===== src/rtl/fec_pkg.sv =====
package fec_pkg;

    parameter int DATA_W = 10;
    parameter int PAR_W  = 5;
    parameter int CODE_W = DATA_W + PAR_W;
    parameter int REP_N  = 3;
    parameter int REP_W  = CODE_W / REP_N;
    parameter int IDX_W  = $clog2(CODE_W);

    // generator D^5+D^4+D^2+1 without its leading term
    parameter logic [PAR_W-1:0] GEN_LOW = 5'b10101;

    typedef enum logic {MODE_REP = 1'b0, MODE_HAM = 1'b1} fec_mode_e;

    typedef struct packed {
        logic [DATA_W-1:0] data;
        logic              corrected;
        logic              uncorrectable;
    } dec_result_t;

    typedef struct packed {
        logic             hit;
        logic [IDX_W-1:0] idx;
    } err_pos_t;

    // polynomial remainder of a code word modulo the generator
    function automatic logic [PAR_W-1:0] fec_rem(input logic [CODE_W-1:0] c);
        logic [PAR_W-1:0] r;
        logic             fb;
        r = '0;
        for (int k = CODE_W - 1; k >= 0; k--) begin
            fb = r[PAR_W-1];
            r  = {r[PAR_W-2:0], c[k]};
            if (fb) r = r ^ GEN_LOW;
        end
        return r;
    endfunction

    function automatic logic [CODE_W-1:0] fec_ham_encode(input logic [DATA_W-1:0] d);
        return {d, fec_rem({d, {PAR_W{1'b0}}})};
    endfunction

    // find the single-bit position whose remainder equals the syndrome
    function automatic err_pos_t fec_err_pos(input logic [PAR_W-1:0] s);
        err_pos_t p;
        p = '0;
        for (int k = 0; k < CODE_W; k++) begin
            if (fec_rem(CODE_W'(1) << k) == s) begin
                p.hit = 1'b1;
                p.idx = IDX_W'(k);
            end
        end
        return p;
    endfunction

    function automatic logic [CODE_W-1:0] fec_rep_encode(input logic [REP_W-1:0] d);
        logic [CODE_W-1:0] c;
        for (int i = 0; i < REP_W; i++) begin
            c[REP_N*i +: REP_N] = {REP_N{d[i]}};
        end
        return c;
    endfunction

endpackage


===== src/rtl/fec_encoder.sv =====
module fec_encoder
    import fec_pkg::*;
(
    input  logic              clk,
    input  logic              rst,
    input  fec_mode_e         mode,
    input  logic              in_valid,
    output logic              in_ready,
    input  logic [DATA_W-1:0] in_data,
    output logic              out_valid,
    input  logic              out_ready,
    output logic [CODE_W-1:0] out_code
);

    logic [CODE_W-1:0] code_next;

    assign in_ready = !out_valid || out_ready;

    always_comb begin
        if (mode == MODE_HAM) code_next = fec_ham_encode(in_data);
        else                  code_next = fec_rep_encode(in_data[REP_W-1:0]);
    end

    always_ff @(posedge clk) begin
        if (rst) begin
            out_valid <= 1'b0;
            out_code  <= '0;
        end else if (in_ready) begin
            out_valid <= in_valid;
            if (in_valid) out_code <= code_next;
        end
    end

endmodule


===== src/rtl/fec_decoder.sv =====
module fec_decoder
    import fec_pkg::*;
(
    input  logic              clk,
    input  logic              rst,
    input  fec_mode_e         mode,
    input  logic              in_valid,
    output logic              in_ready,
    input  logic [CODE_W-1:0] in_code,
    output logic              out_valid,
    input  logic              out_ready,
    output dec_result_t       out_res
);

    logic [REP_W-1:0]  vote;
    logic [REP_W-1:0]  split;
    logic [PAR_W-1:0]  syn;
    err_pos_t          pos;
    logic [CODE_W-1:0] fixed;
    dec_result_t       rep_res;
    dec_result_t       ham_res;
    dec_result_t       res_next;

    assign in_ready = !out_valid || out_ready;

    // per-group majority vote and disagreement
    for (genvar g = 0; g < REP_W; g++) begin : g_grp
        logic [REP_N-1:0] grp;
        assign grp      = in_code[REP_N*g +: REP_N];
        assign vote[g]  = (grp[0] & grp[1]) | (grp[0] & grp[2]) | (grp[1] & grp[2]);
        assign split[g] = !((&grp) || !(|grp));
    end

    assign syn = fec_rem(in_code);
    assign pos = fec_err_pos(syn);

    always_comb begin
        fixed = in_code;
        if (pos.hit) fixed[pos.idx] = !in_code[pos.idx];

        rep_res               = '0;
        rep_res.data          = DATA_W'(vote);
        rep_res.corrected     = |split;

        ham_res               = '0;
        ham_res.data          = fixed[CODE_W-1:PAR_W];
        ham_res.corrected     = pos.hit;
        ham_res.uncorrectable = (syn != '0) && !pos.hit;

        res_next = (mode == MODE_HAM) ? ham_res : rep_res;
    end

    always_ff @(posedge clk) begin
        if (rst) begin
            out_valid <= 1'b0;
            out_res   <= '0;
        end else if (in_ready) begin
            out_valid <= in_valid;
            if (in_valid) out_res <= res_next;
        end
    end

endmodule


===== src/rtl/fec_codec.sv =====
module fec_codec
    import fec_pkg::*;
(
    input  logic              clk,
    input  logic              rst,
    input  logic              mode,
    input  logic              enc_in_valid,
    output logic              enc_in_ready,
    input  logic [DATA_W-1:0] enc_in_data,
    output logic              enc_out_valid,
    input  logic              enc_out_ready,
    output logic [CODE_W-1:0] enc_out_code,
    input  logic              dec_in_valid,
    output logic              dec_in_ready,
    input  logic [CODE_W-1:0] dec_in_code,
    output logic              dec_out_valid,
    input  logic              dec_out_ready,
    output logic [DATA_W-1:0] dec_out_data,
    output logic              dec_out_corrected,
    output logic              dec_out_uncorrectable
);

    fec_mode_e   mode_e;
    dec_result_t dec_res;

    assign mode_e = fec_mode_e'(mode);

    fec_encoder u_enc (
        .clk       (clk),
        .rst       (rst),
        .mode      (mode_e),
        .in_valid  (enc_in_valid),
        .in_ready  (enc_in_ready),
        .in_data   (enc_in_data),
        .out_valid (enc_out_valid),
        .out_ready (enc_out_ready),
        .out_code  (enc_out_code)
    );

    fec_decoder u_dec (
        .clk       (clk),
        .rst       (rst),
        .mode      (mode_e),
        .in_valid  (dec_in_valid),
        .in_ready  (dec_in_ready),
        .in_code   (dec_in_code),
        .out_valid (dec_out_valid),
        .out_ready (dec_out_ready),
        .out_res   (dec_res)
    );

    assign dec_out_data          = dec_res.data;
    assign dec_out_corrected     = dec_res.corrected;
    assign dec_out_uncorrectable = dec_res.uncorrectable;

endmodule


===== config.mk =====
export PLATFORM = sky130hd
export DESIGN_NAME = fec_codec
export DESIGN_NICKNAME = d
export VERILOG_FILES = /design/src/rtl/fec_pkg.sv /design/src/rtl/fec_encoder.sv /design/src/rtl/fec_decoder.sv /design/src/rtl/fec_codec.sv
export SDC_FILE = /design/constraint.sdc
export NUM_CORES = 1
export LEC_CHECK = 0
export CORE_MARGIN = 2
export CORE_UTILIZATION = 41
export CTS_CLUSTER_DIAMETER = 200
export DETAILED_ROUTE_END_ITERATION = 10
export DONT_BUFFER_PORTS = 1
export SYNTH_ARGS = -nofsm -noshare
export SYNTH_HDL_FRONTEND = slang
export SYNTH_SLANG_ARGS = --single-unit

===== constraint.sdc =====
create_clock -name clk -period 7.8 [get_ports clk]
set_input_delay 0.78 -clock clk [delete_from_list [all_inputs] [get_ports clk]]
set_output_delay 0.78 -clock clk [all_outputs]
set_load 0.01 [all_outputs]

Yosys cells after proc, flatten, opt, wreduce, memory -nomap -nowiden
Index checks and enable logic that the tools add are counted.
- word-level logic and storage cells: 157
- output and inout bits: 31
- bits of input ports: 32
- register bits after elaboration: 29
- bitwise logic cells: 45
- equal/unequal tests: 15
- mux-type cells: 52
- magnitude comparators: 2
- reductions and logical operators: 37
- operators by type and width (kind ; number):
    2-to-1 mux 5 bit ; 44
    inverter 3 bit ; 20
    equality test 5 bit (first input constant) ; 7
    2-to-1 mux 15 bit ; 2
    equality test 4 x 5 -> 1 bit (first input constant) ; 4
    bitwise AND 1 bit ; 15
    bitwise mux 15 bit ; 1
    AND reduction 3 bit ; 5
    OR reduction 3 bit ; 5
    logical NOT 1 bit ; 14
    2-to-1 mux 12 bit ; 1
    equality test 3 x 5 -> 1 bit (first input constant) ; 2
    bitwise OR 1 bit ; 10
    logical OR 1 bit ; 7
    equality test 1 x 5 -> 1 bit (first input constant) ; 1
    equality test 2 x 5 -> 1 bit (first input constant) ; 1
    less-than comparator 4 x 5 -> 1 bit (second input constant) ; 1
    nonzero test 5 bit ; 1
    OR reduction 5 bit ; 1
    binary-select mux 1 bit (select 4 bit) ; 1
    demux 1 bit (select 4 bit) ; 1
    >= comparator 4 x 1 -> 1 bit (second input constant) ; 1
    AND reduction 2 bit ; 2
    logical AND 1 bit ; 2
    2-to-1 mux 1 bit ; 2

Logic depth before layout (Yosys ltp)
Gate-level depths: netlist (run 1).
- word-level depth: 43
- gate-level depth with buffers: 13
- mapped depth without buffers: 12

Hierarchy
From an unflattened synthesis (run 1), not the netlist that was laid out.
- cells, all modules: 335
- area, all modules: 2730.1 sq um
- modules (own cells, without submodules) (module ; cells an instance ; seq. area each (sq um) ; times used ; area each (sq um)):
    fec_decoder ; 241 ; 260.2 ; 1 ; 1880.6
    fec_encoder ; 94 ; 320.3 ; 1 ; 849.6

Worst setup path before layout (run 1)
No wires, ideal clock.
- path kind: input-to-reg
- from: in dec_in_code[12]
- to: reg u_dec.out_res[10] in the netlist's numbering
- setup time: 0.117 ns
- required time: 7.683 ns
- arrival time: 4.277 ns
- buffers on the path: 1
- path slack: 3.407 ns
- cell stages on the path: 13
- cell sequence: inv_1 fa_1 xnor3_2 xor2_4 buf_4 nor3_1 a31oi_1 a2bb2oi_1 a21oi_1 nor4_1 o32ai_2 or3_1 a22o_1
- word-level cells in the longest chain between the ends: 36
- elaborated cells between the ends (all ways): 58
- classes of those cells: 2 x order compare; 15 x eq/ne; 32 x mux; 7 x bitwise; 2 x reduce/logical
- RTL lines (element ; RTL line ; text):
    start, declared ; fec_codec.sv:15 ; input logic [CODE_W-1:0] dec_in_code,
    2-to-1 mux 5 bit ; fec_pkg.sv:34 ; if (fb) r = r ^ GEN_LOW;
    inverter 3 bit (no line) ; n/a ;
    2-to-1 mux 5 bit (3 in a row) ; fec_pkg.sv:34 ;
    inverter 3 bit (no line) ; n/a ;
    2-to-1 mux 5 bit (2 in a row) ; fec_pkg.sv:34 ;
    inverter 3 bit (no line) or 2-to-1 mux 5 bit (tied branches) ; n/a ;
    2-to-1 mux 5 bit or inverter 3 bit (tied branches) ; n/a ;
    2-to-1 mux 5 bit (2 in a row) ; fec_pkg.sv:34 ;
    (+3 left out) ; n/a ;
    2-to-1 mux 5 bit (14 in a row) ; fec_pkg.sv:48 ; if (fec_rem(CODE_W'(1) << k) == s) begin
    less-than comparator 4 x 5 -> 1 bit (not written as such) or >= comparator 4 x 1 -> 1 bit (tied branches) ; fec_decoder.sv:39 ; if (pos.hit) fixed[pos.idx] = !in_code[pos.idx];
    logical AND 1 bit (not written as such) ; fec_decoder.sv:39 ;
    2-to-1 mux 1 bit (not written as such) ; fec_decoder.sv:39 ;
    demux 1 bit (select 4 bit) ; n/a ;
    bitwise mux 15 bit ; fec_decoder.sv:39 ;
    2-to-1 mux 15 bit (*) ; fec_decoder.sv:39 ;
    2-to-1 mux 12 bit (*) ; fec_decoder.sv:50 ; res_next = (mode == MODE_HAM) ? ham_res : rep_res;
    end signal, assigned ; fec_decoder.sv:59 ; if (in_valid) out_res <= res_next;
    end, declared ; fec_decoder.sv:12 ; output dec_result_t out_res
Mark *: on every way between the ends. The rest lies on a longest branch, timed or not. The select of a mux whose other input is x is not followed.
A chain may end at the register's enable or synchronous reset.

Worst setup path in the final report (run 1)
Ends and elaborated chain as after synthesis.

==> out/qor.txt, run 1 <==
Via Count - 3,100
GRT Util Overall - 0.216
Final hold violation count - 0
Worst reg2reg startpoint - u_dec.out_valid$_SDFFE_PP0N_
Top-Level Pins - 63
Post-Layout Cell Count - 517
Iter 0 DRT Violations - 209
Top_reg_cell synth - dfxtp_1
CP Capture Point - u_dec.out_res[10]$_SDFFE_PP0P_
Met2 Usage GRT - 0.335
R2R setup slack - 6.00 ns
ANT nets after route - 0
Synth area leaders - dfxtp_1 (17%), xnor2_1 (10%), nor2_1 (5.9%), a21oi_1 (4.8%), a211oi_1 (4.5%)
Synth unique cells - 60
Top-area cell type share of the netlist area - 0.172
Synth Instances - 434
Max-slew violation count - 0
Status - completed
Post-synthesis sequential element count - 29
Avg Vias per Cell - 6.00
Initial antenna violation count - 0
Power, Total - 0.00111 W
Layout cell share with drive strength beyond 1 - 0.0898
Async S/R FF share, synth - 0
Vias in the first global route - 2,873
Syn_area_per_cell - 7.76 µm²
RSZ-0062 raised after global routing - no
CTS root buffer - clkbuf_8
Leak - 1.30 nW
CP Launch Type - primary input
Cts hold-fix bufs - 0
Sequential share of the synthesized area - 0.172
Starting Density - 0.416
Clk buf depth - 2
Wire per inst - 18.6 µm
Sink Count - 29
Met1 usage - 0.299
RR Endpoint - u_dec.out_res[11]$_SDFFE_PP0P_
Hold Slack - 0.525 ns
Dominant cell type by area after synthesis - dfxtp_1
Max rail drop VDD - 0.220 mV
Worst slew pin tran - 1.04 ns
Critical Path RT - 7.97 ns
Layout Skew - 0.00664 ns
Syn nets - 468
Die W - 94.6 µm
Final Cycle Share - 0.624
Number of port buffers - 0
Area of the die - 8950 µm²
Final setup fails - 0
Area growth syn-to-layout - 3.90%
Clock H-tree levels - 2
ANT cells - 0
Total DRC errors in the routed layout - 0
Core Area - 8090 µm²
Setup Fix Bufs, Post-CTS - 0
CTS tree - yes
GRT overflow - 0
First-pass GRT wire length - 15,100 µm
Critical path origin - dec_in_code[12]
DRT Pass-1 Iters - 4
Largest net degree at the start of global routing - 32
Number of synthesized flops with an enable pin - 0
Kind of critical path - in2reg
Pwr dens - 318 nW/µm²
Die Y-Extent - 94.6 µm
PostCTS Resize Cnt - 0
Period minus WS final - 4.87 ns
Synthesized area - 3370 µm²
RD Place Congestion - 0.910
Clk_lat worst skew - 0.28 ns
GR peak layer - met2
Placed cells - 509
Max_slew headroom - 0.304
Worst path arrival time - 5.04 ns
DP Wirelength - 7220 µm
Total wire length - 9620 µm
Met3 Use GR - 0.0335
Util after Layout - 0.432
Max Cap Violations - 0
Hold Crit Class - reg2reg
Crit Path Max Fanout - 11
Fmax achieved - 205 MHz
CTS clk-pin slew, worst paths - 0.07 ns
Critical path endpoint category - flop
Yosys warning total - 0
Num rows - 33
Worst r2r path cells - 6
Final #Nets - 445
TNS Setup - 0 ns
Num CTS Buffers - 5
==> critical path, cell delays in order <==
cell and delay [ns]:
inv_1 0.04, fa_1 0.66, xnor3_2 0.54, xnor2_1 0.86
xnor2_1 0.25, buf_4 0.24, nor2_1 0.07, a22oi_1 0.29
a21oi_1 0.12, nor4_1 0.37, o32ai_2 0.24, or3_1 0.40
a22o_1 0.18
==> power by group <==
group	internal, W	leakage [nW]	switching, W	total, W
clock	0.000104	0.0585	0.0000559	0.000160
sequential	0.000163	0.240	0.0000165	0.000179
combinational	0.000309	1.00	0.000466	0.000774
==> cells by family after synthesis <==
kind of cell	after synthesis	share of synthesized area
DFF	29	0.172
buffers and inverters	43	0.0569
muxes	10	0.0297
AOI/OAI and AO/OA	116	0.232
adders and majority gates	3	0.0126
xor gates and xnor gates	71	0.265
and+or+nand+nor	162	0.232
==> placed cells by master (no fill, tap or decap), types with 3 or more instances in the layout <==
master and n:
and2_1 4, nor2b_1 4, nor2_1 53, o211ai_1 6, inv_1 5, or3_1 5, o31ai_1 4, o22ai_1 10
nor3_1 19, nand2b_1 8, nand2_1 36, xnor2_1 40, and3_1 6, dfxtp_1 29, a211oi_1 20, xnor3_2 4
xnor3_1 5, mux2i_1 10, o21ai_0 15, xor2_1 12, a22oi_1 3, or2_2 3, xor3_1 3, a21oi_1 32
a311oi_1 3, clkbuf_8 6, nand3_1 10, nand4_1 3, a31oi_1 5, nor4_1 6, buf_4 7
==> metal layers <==
| layer | routed length (µm) | vias to the layer above | part of all wire |
|---|---|---|---|
| met5 | 0 | - | 0 |
| met4 | 206 | 0 | 0.021 |
| met3 | 744 | 20 | 0.077 |
| met2 | 4330 | 125 | 0.45 |
| met1 | 4340 | 1446 | 0.45 |
| li1 | - | 1509 | - |
==> layout make-up <==
class                           instances  area [µm²]
Sequential cell                        29         581
Inverter                                6        22.5
Clock buffer                            7        86.3
Multi-Input combinational cell        362        2590
Clock inverter                          1        30.0
Timing Repair Buffer                    7        52.6
Tap cell                              105         131
Fill cell                             873        4600
==> how the worst min path moves through the flow <==
stage	from	to	slack, ns	cells past startpoint
2_1_floorplan	u_dec.out_res[9]$_SDFFE_PP0P_	u_dec.out_res[9]$_SDFFE_PP0P_	0.48	2
3_3_place_gp	u_dec.out_res[8]$_SDFFE_PP0P_	u_dec.out_res[8]$_SDFFE_PP0P_	0.52	2
3_5_place_dp	u_dec.out_res[9]$_SDFFE_PP0P_	u_dec.out_res[9]$_SDFFE_PP0P_	0.52	2
4_1_cts	u_dec.out_res[8]$_SDFFE_PP0P_	u_dec.out_res[8]$_SDFFE_PP0P_	0.53	2
5_1_grt	rst	u_enc.out_code[7]$_SDFFE_PP0P_	0.55	1
6_report	u_dec.out_res[0]$_SDFFE_PP0P_	u_dec.out_res[0]$_SDFFE_PP0P_	0.53	2
==> Yosys cell counts, types with 2 or more instances <==
| cell | count |
|---|---|
| buf_1 | 3 |
| xnor3_2 | 4 |
| xnor2_2 | 2 |
| or3_1 | 5 |
| nor4_2 | 2 |
| nor2_1 | 53 |
| o21ai_0 | 15 |
| a21o_1 | 2 |
| clkbuf_1 | 20 |
| inv_1 | 5 |
| a21oi_1 | 32 |
| nand4_1 | 3 |
| a31oi_1 | 5 |
| buf_2 | 8 |
| a311oi_1 | 3 |
| a211oi_1 | 20 |
| xnor2_4 | 2 |
| o211ai_1 | 6 |
| o221ai_1 | 2 |
| nor3_1 | 19 |
| xnor2_1 | 40 |
| o311ai_1 | 2 |
| nand3_1 | 10 |
| nand2b_1 | 8 |
| dfxtp_1 | 29 |
| and3_1 | 6 |
| a22o_1 | 2 |
| nor2b_1 | 4 |
| nor4_1 | 6 |
| o22ai_1 | 10 |
| xnor3_1 | 5 |
| xor3_1 | 3 |
| and2_1 | 4 |
| mux2i_1 | 10 |
| buf_4 | 5 |
| nand2_1 | 36 |
| o31ai_1 | 4 |
| or2_2 | 3 |
| a22oi_1 | 3 |
| o32ai_2 | 2 |
| xor2_1 | 12 |
==> metrics by stage <==
stage | cell area (µm²) | setup WS (ns)
after floorplan | 3370 | 3.41
after global placement | 3380 | 2.80
after detailed placement | 3380 | 2.73
after CTS | 3500 | 2.99
after global routing | 3500 | 2.60
final | 3500 | 2.93
==> state kept, by name, indices dropped and copies added, names as in the netlist <==
| name | cells |
|---|---|
| u_dec.out_res | 12 |
| u_dec.out_valid | 1 |
| u_enc.out_code | 15 |
| u_enc.out_valid | 1 |
No activity file was read; power rests on OpenSTA's default activity.
==> run 2, diff against run 1 <==
==> constraint.sdc (replaced) <==
create_clock -name clk -period 4.5 [get_ports clk]
set_input_delay 0.45 -clock clk [delete_from_list [all_inputs] [get_ports clk]]
set_output_delay 0.45 -clock clk [all_outputs]
set_load 0.01 [all_outputs]
==> run 2 against run 1 <==
Wire length barely moved. Sequential share of layout area fell by 0.42 points. Sequential cell count stayed put. Via count grew 2.8%. Register-to-register slack got worse by 3.3 ns. Critical path depth rose by 1. Hold slack worse by 0.29 ns. Total power is 81% higher. Critical path type unchanged.
==> out/qor.txt, run 2 (synthesized netlist as in run 1, its figures left out) <==
CTS root buffer - clkbuf_8
Number of port buffers - 0
Area of the die - 8950 µm²
Vias in the first global route - 2,908
Top-Level Pins - 63
Wire per inst - 18.2 µm
GRT Util Overall - 0.214
Total DRC errors in the routed layout - 0
Largest register FFs - 15
Biggest register - u_enc.out_code
Clock power frac - 0.136
Kind of critical path - in2reg
CTS clk-pin slew, worst paths - 0.06 ns
Int Pwr - 0.00106 W
CTS tree - yes
Clock H-tree levels - 2
Sink Count - 29
Setup Fix Bufs, Post-CTS - 0
Via Count - 3,186
RSZ-0062 raised after global routing - no
Area growth syn-to-layout - 6.58%
Largest net degree at the start of global routing - 32
Period minus WS final - 3.95 ns
Num CTS Buffers - 5
CP peak stage delay - 0.56 ns
Hold Crit Class - in2reg
Worst slew pin tran - 0.945 ns
DP Wirelength - 7270 µm
ANT nets after route - 0
Most frequent cells in the layout - nor2_1 (53), xnor2_1 (40), nand2_1 (36)
Largest regs - u_enc.out_code x15, u_dec.out_res x12
Pwr dens - 562 nW/µm²
Status - completed
Final hold violation count - 0
First-pass GRT wire length - 15,100 µm
Placed cells - 521
PostCTS Resize Cnt - 0
TNS Setup - 0 ns
Worst path cell trace - inv_1 -> fa_1 -> xnor3_2 -> xor2_4 -> buf_4 -> xnor2_1 -> nor3_1 -> a31oi_1 -> a21oi_1 -> nor4_1 -> o32ai_2 -> buf_4 -> o311ai_1 -> a311oi_1
Net Sw Power - 0.000954 W
Max_slew headroom - 0.370
Crit Path Max Fanout - 8
Kind of cell adding the most delay to the critical path - XOR/XNOR gates
Num rows - 33
Final #Nets - 457
Final Cycle Share - 0.878
Max rail drop VDD - 0.227 mV
Cts hold-fix bufs - 0
Logic pwr share - 0.709
Leak - 1.36 nW
Die Y-Extent - 94.6 µm
Total wire length - 9630 µm
Critical path endpoint category - flop
Iter 0 DRT Violations - 255
Avg Vias per Cell - 6.02
RD Place Congestion - 0.935
R2R setup slack - 2.72 ns
Sequential power share - 0.154
Slowest-stage cell, CP - fa_1
Most common cell after layout, fill and taps aside - nor2_1
Max-slew violation count - 0
Net Sw Frac - 0.473
CP Launch Type - primary input
Max Cap Violations - 0
GRT overflow - 0
Critical Path RT - 4.64 ns
Worst path arrival time - 4.09 ns
Final setup fails - 0
DRT Pass-1 Iters - 5
Starting Density - 0.416
Layout Skew - 0.00597 ns
Die W - 94.6 µm
Power, Total - 0.00202 W
Clk buf depth - 2
Layout cell share with drive strength beyond 1 - 0.116
ANT cells - 0
Core Area - 8090 µm²
Fmax achieved - 253 MHz
Cell mode on critical path - buf_4
Post-Layout Cell Count - 529
Clk_lat worst skew - 0.28 ns
Initial antenna violation count - 0
Util after Layout - 0.443
CP Buf/Inv Count - 3
## run 2: changes by cell type in the layout (fill, tap and decap cells not counted)
cell	change
buf_4	+12
## run 2: power groups by stage
stage	registers, W	clock network, W	logic, W
after floorplan	0.000311	0	0.00107
after global placement	0.000316	0	0.00140
after detailed placement	0.000317	0	0.00140
after CTS	0.000312	0.000277	0.00141
after global routing	0.000314	0.000291	0.00155
final	0.000311	0.000275	0.00143
## run 2: area by class of cell
cell class / instances / area (µm²)
clock inverter: 1 / 30.0
tap: 105 / 131
sequential: 29 / 581
fill: 830 / 4510
clock buffer: 7 / 86.3
timing repair buffer: 19 / 143
multi-input combinational: 362 / 2590
inverter: 6 / 22.5
## run 2: worst reg2reg max path, cell delays in order, from the launching register on
cell	delay, ns
dfxtp_1	0.34
nand2b_1	0.18
and2_1	0.36
nand2_1	0.11
or2_2	0.36
a21oi_1	0.22
a22o_1	0.15
## run 2: worst paths after layout
path                                               startpoint                             end  cells past startpoint
worst max-delay path                          dec_in_code[12]   u_dec.out_res[2]$_SDFFE_PP0P_                     14
worst min-delay path                                      rst    u_dec.out_valid$_SDFFE_PP0N_                      1
worst min register to register  u_dec.out_res[9]$_SDFFE_PP0P_   u_dec.out_res[9]$_SDFFE_PP0P_                      2
worst max register to register   u_dec.out_valid$_SDFFE_PP0N_  u_dec.out_res[11]$_SDFFE_PP0P_                      6
## run 2: per-stage QoR
stage          hold WS, ns  setup WS (ns)  cell area [µm²]
3_5_place_dp         0.520          0.280             3470
6_report             0.232          0.551             3590
4_1_cts              0.232          0.560             3590
5_1_grt              0.222          0.261             3590
2_1_floorplan        0.479          0.437             3370
3_3_place_gp         0.519          0.297             3470
## run 2: layer usage
layer / global-route usage / wire [µm] / up-vias
li1: - / - / 1534
met1: 0.280 / 4060 / 1472
met2: 0.331 / 4370 / 150
met3: 0.0559 / 887 / 30
met4: 0.0930 / 318 / 0
met5: 0 / 0 / -
